[src/rtl/epp_ctl_pkg.sv]
`timescale 1ns/1ps
package epp_ctl_pkg;
   typedef enum logic [1:0] {
      ST_IDLE   = 2'd0,
      ST_SETUP  = 2'd1,
      ST_STROBE = 2'd2,
      ST_HOLD   = 2'd3
   } epp_state_e;
endpackage

[src/rtl/epp_sync.sv]
`timescale 1ns/1ps
module epp_sync #(
   parameter int   STAGES  = 2,
   parameter logic RST_VAL = 1'b1
) (
   input  logic clk,
   input  logic rst_n,
   input  logic d,
   output logic q
);
   generate
      if (STAGES < 2) begin : g_bad
         $error("epp_sync needs at least two stages");
      end
   endgenerate

   logic [STAGES-1:0] chain;

   always_ff @(posedge clk) begin
      if (!rst_n) chain <= {STAGES{RST_VAL}};
      else        chain <= {chain[STAGES-2:0], d};
   end

   assign q = chain[STAGES-1];
endmodule

[src/rtl/epp_timer.sv]
`timescale 1ns/1ps
module epp_timer #(
   parameter int TW = 8
) (
   input  logic          clk,
   input  logic          rst_n,
   input  logic          run,
   input  logic [TW-1:0] limit,
   output logic          expired
);
   generate
      if (TW < 1) begin : g_bad
         $error("epp_timer width must be positive");
      end
   endgenerate

   localparam logic [TW-1:0] CNT_MAX = {TW{1'b1}};

   logic [TW-1:0] cnt;
   logic          run_q;

   always_ff @(posedge clk) begin
      if (!rst_n) begin
         cnt   <= '0;
         run_q <= 1'b0;
      end else begin
         run_q <= run;
         if (!run)               cnt <= '0;
         else if (cnt != CNT_MAX) cnt <= cnt + 1'b1;
      end
   end

   assign expired = run && (cnt == limit);

   // counting starts from zero on the first strobe cycle
   assert_count_starts_zero_R4: assert property (@(posedge clk) disable iff (!rst_n)
      (run && !run_q) |-> (cnt == '0));
endmodule

[src/rtl/epp_cycle_fsm.sv]
`timescale 1ns/1ps
module epp_cycle_fsm
   import epp_ctl_pkg::*;
#(
   parameter int            DW       = 8,
   parameter logic [DW-1:0] BAD_BYTE = '1
) (
   input  logic          clk,
   input  logic          rst_n,
   input  logic          host_sel,
   input  logic          host_is_addr,
   input  logic          host_rd_n,
   input  logic          host_wr_n,
   input  logic [DW-1:0] host_wdata,
   input  logic          dir_bit,
   input  logic [DW-1:0] pd_in,
   input  logic          wait_rise,
   input  logic          expired,
   input  logic          to_clear,
   output logic          strobe_phase,
   output logic [DW-1:0] host_rdata,
   output logic          host_rdy,
   output logic [DW-1:0] pd_out,
   output logic          pd_oe,
   output logic          pp_wr_n,
   output logic          pp_dstb_n,
   output logic          pp_astb_n,
   output logic          pp_rx_dir,
   output logic          to_sticky
);
   epp_state_e    state;
   logic          cyc_rd;
   logic          cyc_adr;
   logic          cyc_drv;
   logic [DW-1:0] wr_q;
   logic [DW-1:0] rd_q;
   logic          sticky;
   logic          start_rq;
   logic          host_idle;
   logic          give_up;

   assign start_rq  = host_sel && (!host_rd_n || !host_wr_n);
   assign host_idle = host_rd_n && host_wr_n;
   assign give_up   = (state == ST_STROBE) && !wait_rise && expired;

   always_ff @(posedge clk) begin
      if (!rst_n) begin
         state   <= ST_IDLE;
         cyc_rd  <= 1'b0;
         cyc_adr <= 1'b0;
         cyc_drv <= 1'b0;
         wr_q    <= '0;
         rd_q    <= '0;
         sticky  <= 1'b0;
      end else begin
         case (state)
            ST_IDLE: begin
               if (start_rq) begin
                  cyc_rd  <= !host_rd_n;
                  cyc_adr <= host_is_addr;
                  cyc_drv <= host_rd_n && !dir_bit;
                  wr_q    <= host_wdata;
                  state   <= ST_SETUP;
               end
            end
            ST_SETUP: state <= ST_STROBE;
            ST_STROBE: begin
               if (wait_rise) begin
                  rd_q  <= pd_in;
                  state <= ST_HOLD;
               end else if (expired) begin
                  rd_q  <= BAD_BYTE;
                  state <= ST_HOLD;
               end
            end
            ST_HOLD: begin
               if (host_idle) begin
                  state   <= ST_IDLE;
                  cyc_drv <= 1'b0;
               end
            end
            default: state <= ST_IDLE;
         endcase
         if (give_up)       sticky <= 1'b1;
         else if (to_clear) sticky <= 1'b0;
      end
   end

   logic active;
   logic stb_on;
   logic drive;

   assign active       = (state != ST_IDLE);
   assign stb_on       = (state == ST_STROBE) || (state == ST_HOLD);
   assign drive        = active && cyc_drv;
   assign strobe_phase = (state == ST_STROBE);

   assign pp_rx_dir  = dir_bit || (active && cyc_rd);
   assign pd_oe      = drive;
   assign pp_wr_n    = !drive;
   assign pd_out     = drive ? wr_q : '0;
   assign pp_dstb_n  = !(stb_on && !cyc_adr);
   assign pp_astb_n  = !(stb_on && cyc_adr);
   assign host_rdy   = !((state == ST_SETUP) || (state == ST_STROBE));
   assign host_rdata = ((state == ST_HOLD) && cyc_rd) ? rd_q : '0;
   assign to_sticky  = sticky;

   logic any_stb_n;
   assign any_stb_n = pp_dstb_n && pp_astb_n;

   // write marker is settled before the strobe falls
   assert_wr_steady_at_strobe_R3: assert property (@(posedge clk) disable iff (!rst_n)
      (!any_stb_n && $past(any_stb_n)) |-> (pp_wr_n == $past(pp_wr_n)));

   // a strobe is released only after the host command ended
   assert_release_after_host_R8: assert property (@(posedge clk) disable iff (!rst_n)
      (any_stb_n && !$past(any_stb_n)) |-> $past(host_idle));

   // no bus drive while direction says input
   assert_no_drive_when_input_R10: assert property (@(posedge clk) disable iff (!rst_n)
      pp_rx_dir |-> !pd_oe);

   // timeout flag rises only out of a stretched host cycle
   assert_sticky_from_stall_R6: assert property (@(posedge clk) disable iff (!rst_n)
      $rose(to_sticky) |-> $past(!host_rdy));

   // never both strobes at once
   assert_one_strobe_R2: assert property (@(posedge clk) disable iff (!rst_n)
      !(!pp_dstb_n && !pp_astb_n));
endmodule

[src/rtl/epp_cycle_ctrl.sv]
`timescale 1ns/1ps
module epp_cycle_ctrl #(
   parameter int DW          = 8,
   parameter int TW          = 8,
   parameter int SYNC_STAGES = 2
) (
   input  logic          clk,
   input  logic          rst_n,
   input  logic          host_sel,
   input  logic          host_is_addr,
   input  logic          host_rd_n,
   input  logic          host_wr_n,
   input  logic [DW-1:0] host_wdata,
   output logic [DW-1:0] host_rdata,
   output logic          host_rdy,
   input  logic          dir_bit,
   input  logic          init_req,
   input  logic [TW-1:0] to_limit,
   input  logic          to_clear,
   output logic          to_sticky,
   input  logic [DW-1:0] pd_in,
   output logic [DW-1:0] pd_out,
   output logic          pd_oe,
   output logic          pp_wr_n,
   output logic          pp_dstb_n,
   output logic          pp_astb_n,
   input  logic          pp_wait_n,
   output logic          pp_rx_dir,
   output logic          pp_init_n
);
   localparam logic [DW-1:0] BAD_BYTE = {DW{1'b1}};

   generate
      if (DW < 1 || TW < 1) begin : g_bad
         $error("epp_cycle_ctrl widths must be positive");
      end
   endgenerate

   logic wait_s;
   logic wait_prev;
   logic wait_rise;
   logic expired;
   logic strobe_phase;
   logic init_q;

   epp_sync #(.STAGES(SYNC_STAGES), .RST_VAL(1'b1)) u_sync (
      .clk   (clk),
      .rst_n (rst_n),
      .d     (pp_wait_n),
      .q     (wait_s)
   );

   always_ff @(posedge clk) begin
      if (!rst_n) begin
         wait_prev <= 1'b1;
         init_q    <= 1'b0;
      end else begin
         wait_prev <= wait_s;
         init_q    <= !init_req;
      end
   end

   assign wait_rise = wait_s && !wait_prev;
   assign pp_init_n = init_q;

   epp_timer #(.TW(TW)) u_timer (
      .clk     (clk),
      .rst_n   (rst_n),
      .run     (strobe_phase),
      .limit   (to_limit),
      .expired (expired)
   );

   epp_cycle_fsm #(.DW(DW), .BAD_BYTE(BAD_BYTE)) u_fsm (
      .clk          (clk),
      .rst_n        (rst_n),
      .host_sel     (host_sel),
      .host_is_addr (host_is_addr),
      .host_rd_n    (host_rd_n),
      .host_wr_n    (host_wr_n),
      .host_wdata   (host_wdata),
      .dir_bit      (dir_bit),
      .pd_in        (pd_in),
      .wait_rise    (wait_rise),
      .expired      (expired),
      .to_clear     (to_clear),
      .strobe_phase (strobe_phase),
      .host_rdata   (host_rdata),
      .host_rdy     (host_rdy),
      .pd_out       (pd_out),
      .pd_oe        (pd_oe),
      .pp_wr_n      (pp_wr_n),
      .pp_dstb_n    (pp_dstb_n),
      .pp_astb_n    (pp_astb_n),
      .pp_rx_dir    (pp_rx_dir),
      .to_sticky    (to_sticky)
   );

   // peripheral reset line follows the request one clock later
   assert_init_follows_R12: assert property (@(posedge clk) disable iff (!rst_n)
      $past(rst_n) |-> (pp_init_n == !$past(init_req)));
endmodule

[config.mk]
export PLATFORM = sky130hd
export DESIGN_NAME = epp_cycle_ctrl
export DESIGN_NICKNAME = d
export VERILOG_FILES = /design/src/rtl/epp_ctl_pkg.sv /design/src/rtl/epp_sync.sv /design/src/rtl/epp_timer.sv /design/src/rtl/epp_cycle_fsm.sv /design/src/rtl/epp_cycle_ctrl.sv
export SDC_FILE = /design/constraint.sdc
export NUM_CORES = 1
export LEC_CHECK = 0
export BUFFER_PORTS_ARGS = -buffer_cell sky130_fd_sc_hd__buf_2
export CORE_UTILIZATION = 53
export DETAILED_ROUTE_END_ITERATION = 16
export HOLD_SLACK_MARGIN = 0.03
export PLACE_DENSITY = 0.84
export SLEW_MARGIN = 0
export SYNTH_ARGS = -nofsm -noshare
export SYNTH_HDL_FRONTEND = slang
export SYNTH_HIERARCHICAL = 1
export SYNTH_SLANG_ARGS = --single-unit
[constraint.sdc]
create_clock -name clk -period 4.6 [get_ports clk]
set_clock_uncertainty 0.2 [all_clocks]
set_input_delay 0.92 -clock clk [delete_from_list [all_inputs] [get_ports clk]]
set_output_delay 0.92 -clock clk [all_outputs]
set_load 0.05 [all_outputs]
==> impl_metrics.py <==
metrics = {
    "status": {
        "run_status": "complete, no violations",
    },
    "synth": {
        "synthDominantCellAreaShare_pct": 40.39,
        "synth.distinct_cells": 40,
        "synth-edff-count": 0,
        "netlist_instances": 186,
        "most_frequent_cell_after_synthesis": "sky130_fd_sc_hd__dfxtp_1",
        "yosys.area_share.adder_pct": 2.970,
        "yosysWarnings": 6,
        "synthArstFlopShare_pct": 0,
        "post_synth_and_or_nand_nor_area_fraction_pct": 23.76,
        "synth_top_area_cell": "sky130_fd_sc_hd__dfxtp_1",
        "synth-compound-area-share_pct": 22.42,
        "synth-xor-area-share_pct": 4.157,
        "total_nets_after_synthesis": 224,
        "syn_area_sq_um": 1685,
        "synth.ff_latch_count": 34,
        "synth_mux_area_share_pct": 1.188,
        "synth_seq_area_share_pct": 40.39,
        "mapped_avg_cell_area_sq_um": 9.061,
        "synth.top_cells.by_count": "sky130_fd_sc_hd__dfxtp_1 (34), sky130_fd_sc_hd__a21oi_1 (16), sky130_fd_sc_hd__and3_1 (16)",
        "synth_ff_type": "sky130_fd_sc_hd__dfxtp_1",
        "synth.top_cells.by_area": "sky130_fd_sc_hd__dfxtp_1 (40%), sky130_fd_sc_hd__and3_1 (5.9%), sky130_fd_sc_hd__o221a_2 (5.3%), sky130_fd_sc_hd__a21oi_1 (4.8%), sky130_fd_sc_hd__nand3_1 (4.2%)",
        "synth_top_family_by_area": "simple AND/OR/NAND/NOR gates",
    },
    "floorplanning": {
        "initial_utilization_pct": 55.66,
        "dieHeight_microns": 58.39,
        "pin_count": 58,
        "core.rowCount": 20,
        "die-area_sq_um": 3409,
        "design.core.area_sq_um": 3028,
        "die_extent_in_x_microns": 58.39,
    },
    "clock_network": {
        "tritoncts": "yes",
        "h-tree-depth": 2,
        "worstSkewPairLatency_ns": 0.33,
        "clock_sinks": 34,
        "postCtsSetupRepairBufs": 0,
        "root_buffer_cell": "sky130_fd_sc_hd__clkbuf_4",
        "clk_pin_slew_ns": 0.09,
        "post_cts.resized_instances": 0,
        "numCtsBuffers": 5,
        "clock_path_buffers": 2,
        "ctsHoldBuffers": 0,
    },
    "route": {
        "route.layer.met1.wl_microns": 1687,
        "drcViolationCount": 0,
        "routed-via-count": 1517,
        "highest-signal-layer": "met4",
        "routed_wire_length_per_instance_microns": 12.20,
        "wl_met3_microns": 180,
        "detailedRoute.firstPassIterationCount": 4,
        "routed_antenna_nets": 0,
        "routed_wl_microns": 3453,
        "detailed_route_vias_per_instance": 5.360,
        "initialDrtViolationCount": 90,
        "wl_met2_microns": 1519,
    },
    "finish": {
        "final_nets": 276,
        "synthToLayoutAreaGrowth_pct": 20.19,
        "layout_cells_sized_above_1_pct": 35.56,
        "num_antenna_cells": 0,
    },
    "power_and_ir_drop": {
        "cell_internal_pwr_mw": 0.4847,
        "power.density_nw_per_um2": 394.8,
        "power.share.clock_pct": 21.3,
        "power_share_of_the_sequential_group_pct": 43.6,
        "vdd_drop_max_mv": 0.3961,
        "switching_share_pct": 39.40,
        "power.combinational.fraction_pct": 35.1,
        "p_leak_nw": 0.9082,
        "netsw_mw": 0.3151,
    },
    "critical_path": {
        "crit_arrival_ns": 2.10,
        "critical_path_sink_type": "output pin",
        "crit_type": "reg2out",
        "data_required_time_of_the_critical_path_ns": 3.48,
        "worst_setup_path_start_kind": "flip-flop",
        "critPathMaxFanout": 20,
    },
    "timing": {
        "timing.final.ws_setup_ns": 1.382,
        "whs_ns": 0.2170,
        "fmax_mhz": 310.8,
        "min_period_ns": 3.218,
        "max_slew_headroom_pct": 47.73,
        "maxSlewViolCount": 0,
        "finalCritPeriodShare_pct": 69.95,
        "finalSetupViolations": 0,
        "unrepaired_setup_endpoints_after_global_routing": "false",
        "final-hold-violation-count": 0,
        "worst_slew_pin_slew_ns": 0.7824,
        "fin_setup_tns_ns": 0,
    },
    "placement": {
        "globalplace.congestion": 0.7650,
        "pre_cts_ws_ns": 1.773,
        "place.port_buffers": 57,
        "detailedPlacementHpwl_microns": 2459,
    },
    "global_route": {
        "globalRoute.totalOverflow": 0,
        "grt_pass1_vias": 1298,
        "number_of_antenna_violations_at_the_first_check_in_global_routing": 0,
        "grtUsageTotal_pct": 21.24,
        "grt_first_pass_wirelength_microns": 5478,
        "grt_start_max_net_pins": 21,
    },
    "flow_run": {
        "cap_viol_max_count": 0,
    },
    "min_path": {
        "type_of_the_most_critical_hold_path": "reg2reg",
    },
}
path summary, 6_finish.rpt:
path / start / to / slack (ns) / cells after the start
max: u_fsm/state[0] / pd_out[6] / 1.38 / 5
min: u_sync/chain[0] / u_sync/chain[1] / 0.22 / 1
max reg2reg: u_fsm/state[0] / u_fsm/rd_q[4] / 2.39 / 7
min reg2reg: u_sync/chain[0] / u_sync/chain[1] / 0.22 / 1
power by group through the flow:
stage	registers, mW	logic [mW]	clock network (mW)
floorplan	0.349	0.227	0
finish	0.349	0.281	0.170
CTS	0.349	0.280	0.178
global route	0.354	0.311	0.190
global placement	0.354	0.277	0
detailed placement	0.355	0.278	0
per-layer routing:
metal	vias up	global-route usage, %
met5	-	0
met4	0	11.22
met3	7	6.154
met2	44	33.17
met1	683	26.58
li1	783	-
state kept, by name, summed over array words and instances, names as in the netlist:
name             cells
u_fsm/cyc_rd         1
u_fsm/state          2
pp_init_n            1
u_fsm/rd_q           8
u_fsm/wr_q           8
u_timer/cnt          8
u_fsm/cyc_adr        1
u_fsm/cyc_drv        1
u_fsm/to_sticky      1
wait_prev            1
u_sync/chain         2
stage by stage:
step | utilization (%) | instance area (sq um) | instances | total power [mW]
after CTS | 66.90 | 2026 | 283 | 0.8065
after detailed placement | 64.92 | 1966 | 275 | 0.6334
final | 66.90 | 2026 | 283 | 0.7998
after global placement | 64.92 | 1966 | 275 | 0.6304
after global routing | 66.90 | 2026 | 283 | 0.8550
after floorplan | - | 1685 | 186 | 0.5764
cell families after synthesis:
logic type / after synthesis
AO/OA/AOI/OAI: 52
flip-flops: 34
XOR/XNOR: 8
multiplexers: 2
buffers and inverters: 19
adder cells (fa/ha/maj): 4
AND/OR/NAND/NOR: 67
layout by cell type (no fill, tap or decap), types with 2 or more instances in the layout:
cell / instances
sky130_fd_sc_hd__clkbuf_4: 5
sky130_fd_sc_hd__nand2b_1: 5
sky130_fd_sc_hd__nor2b_4: 2
sky130_fd_sc_hd__o31ai_1: 2
sky130_fd_sc_hd__a21oi_1: 16
sky130_fd_sc_hd__nor2_1: 6
sky130_fd_sc_hd__mux2i_1: 2
sky130_fd_sc_hd__o221a_2: 8
sky130_fd_sc_hd__nand3_1: 14
sky130_fd_sc_hd__nor3_1: 5
sky130_fd_sc_hd__a21oi_2: 2
sky130_fd_sc_hd__and3_1: 16
sky130_fd_sc_hd__inv_1: 7
sky130_fd_sc_hd__nand4_1: 2
sky130_fd_sc_hd__a211oi_2: 3
sky130_fd_sc_hd__ha_1: 4
sky130_fd_sc_hd__and3_2: 2
sky130_fd_sc_hd__dfxtp_1: 34
sky130_fd_sc_hd__xnor2_1: 8
sky130_fd_sc_hd__o21ai_0: 11
sky130_fd_sc_hd__a21boi_0: 2
sky130_fd_sc_hd__buf_2: 57
sky130_fd_sc_hd__nand2_1: 7
area by class of cell:
cell class / instances / area (sq um)
clock buffers: 7 / 55.05
clock inverters: 1 / 5.005
fillers: 292 / 1002
inverters: 7 / 26.28
multi-input cells: 133 / 918.4
flip-flops and latches: 34 / 680.7
well taps: 44 / 55.05
repair buffers: 57 / 285.3
worst max-delay path: stages (launching register included):
cell and delay [ns]:
sky130_fd_sc_hd__dfxtp_1 0.33, sky130_fd_sc_hd__inv_1 0.10, sky130_fd_sc_hd__ha_1 0.47, sky130_fd_sc_hd__inv_1 0.36, sky130_fd_sc_hd__and3_1 0.30, sky130_fd_sc_hd__buf_2 0.21
No activity file was read; power rests on OpenSTA's default activity.
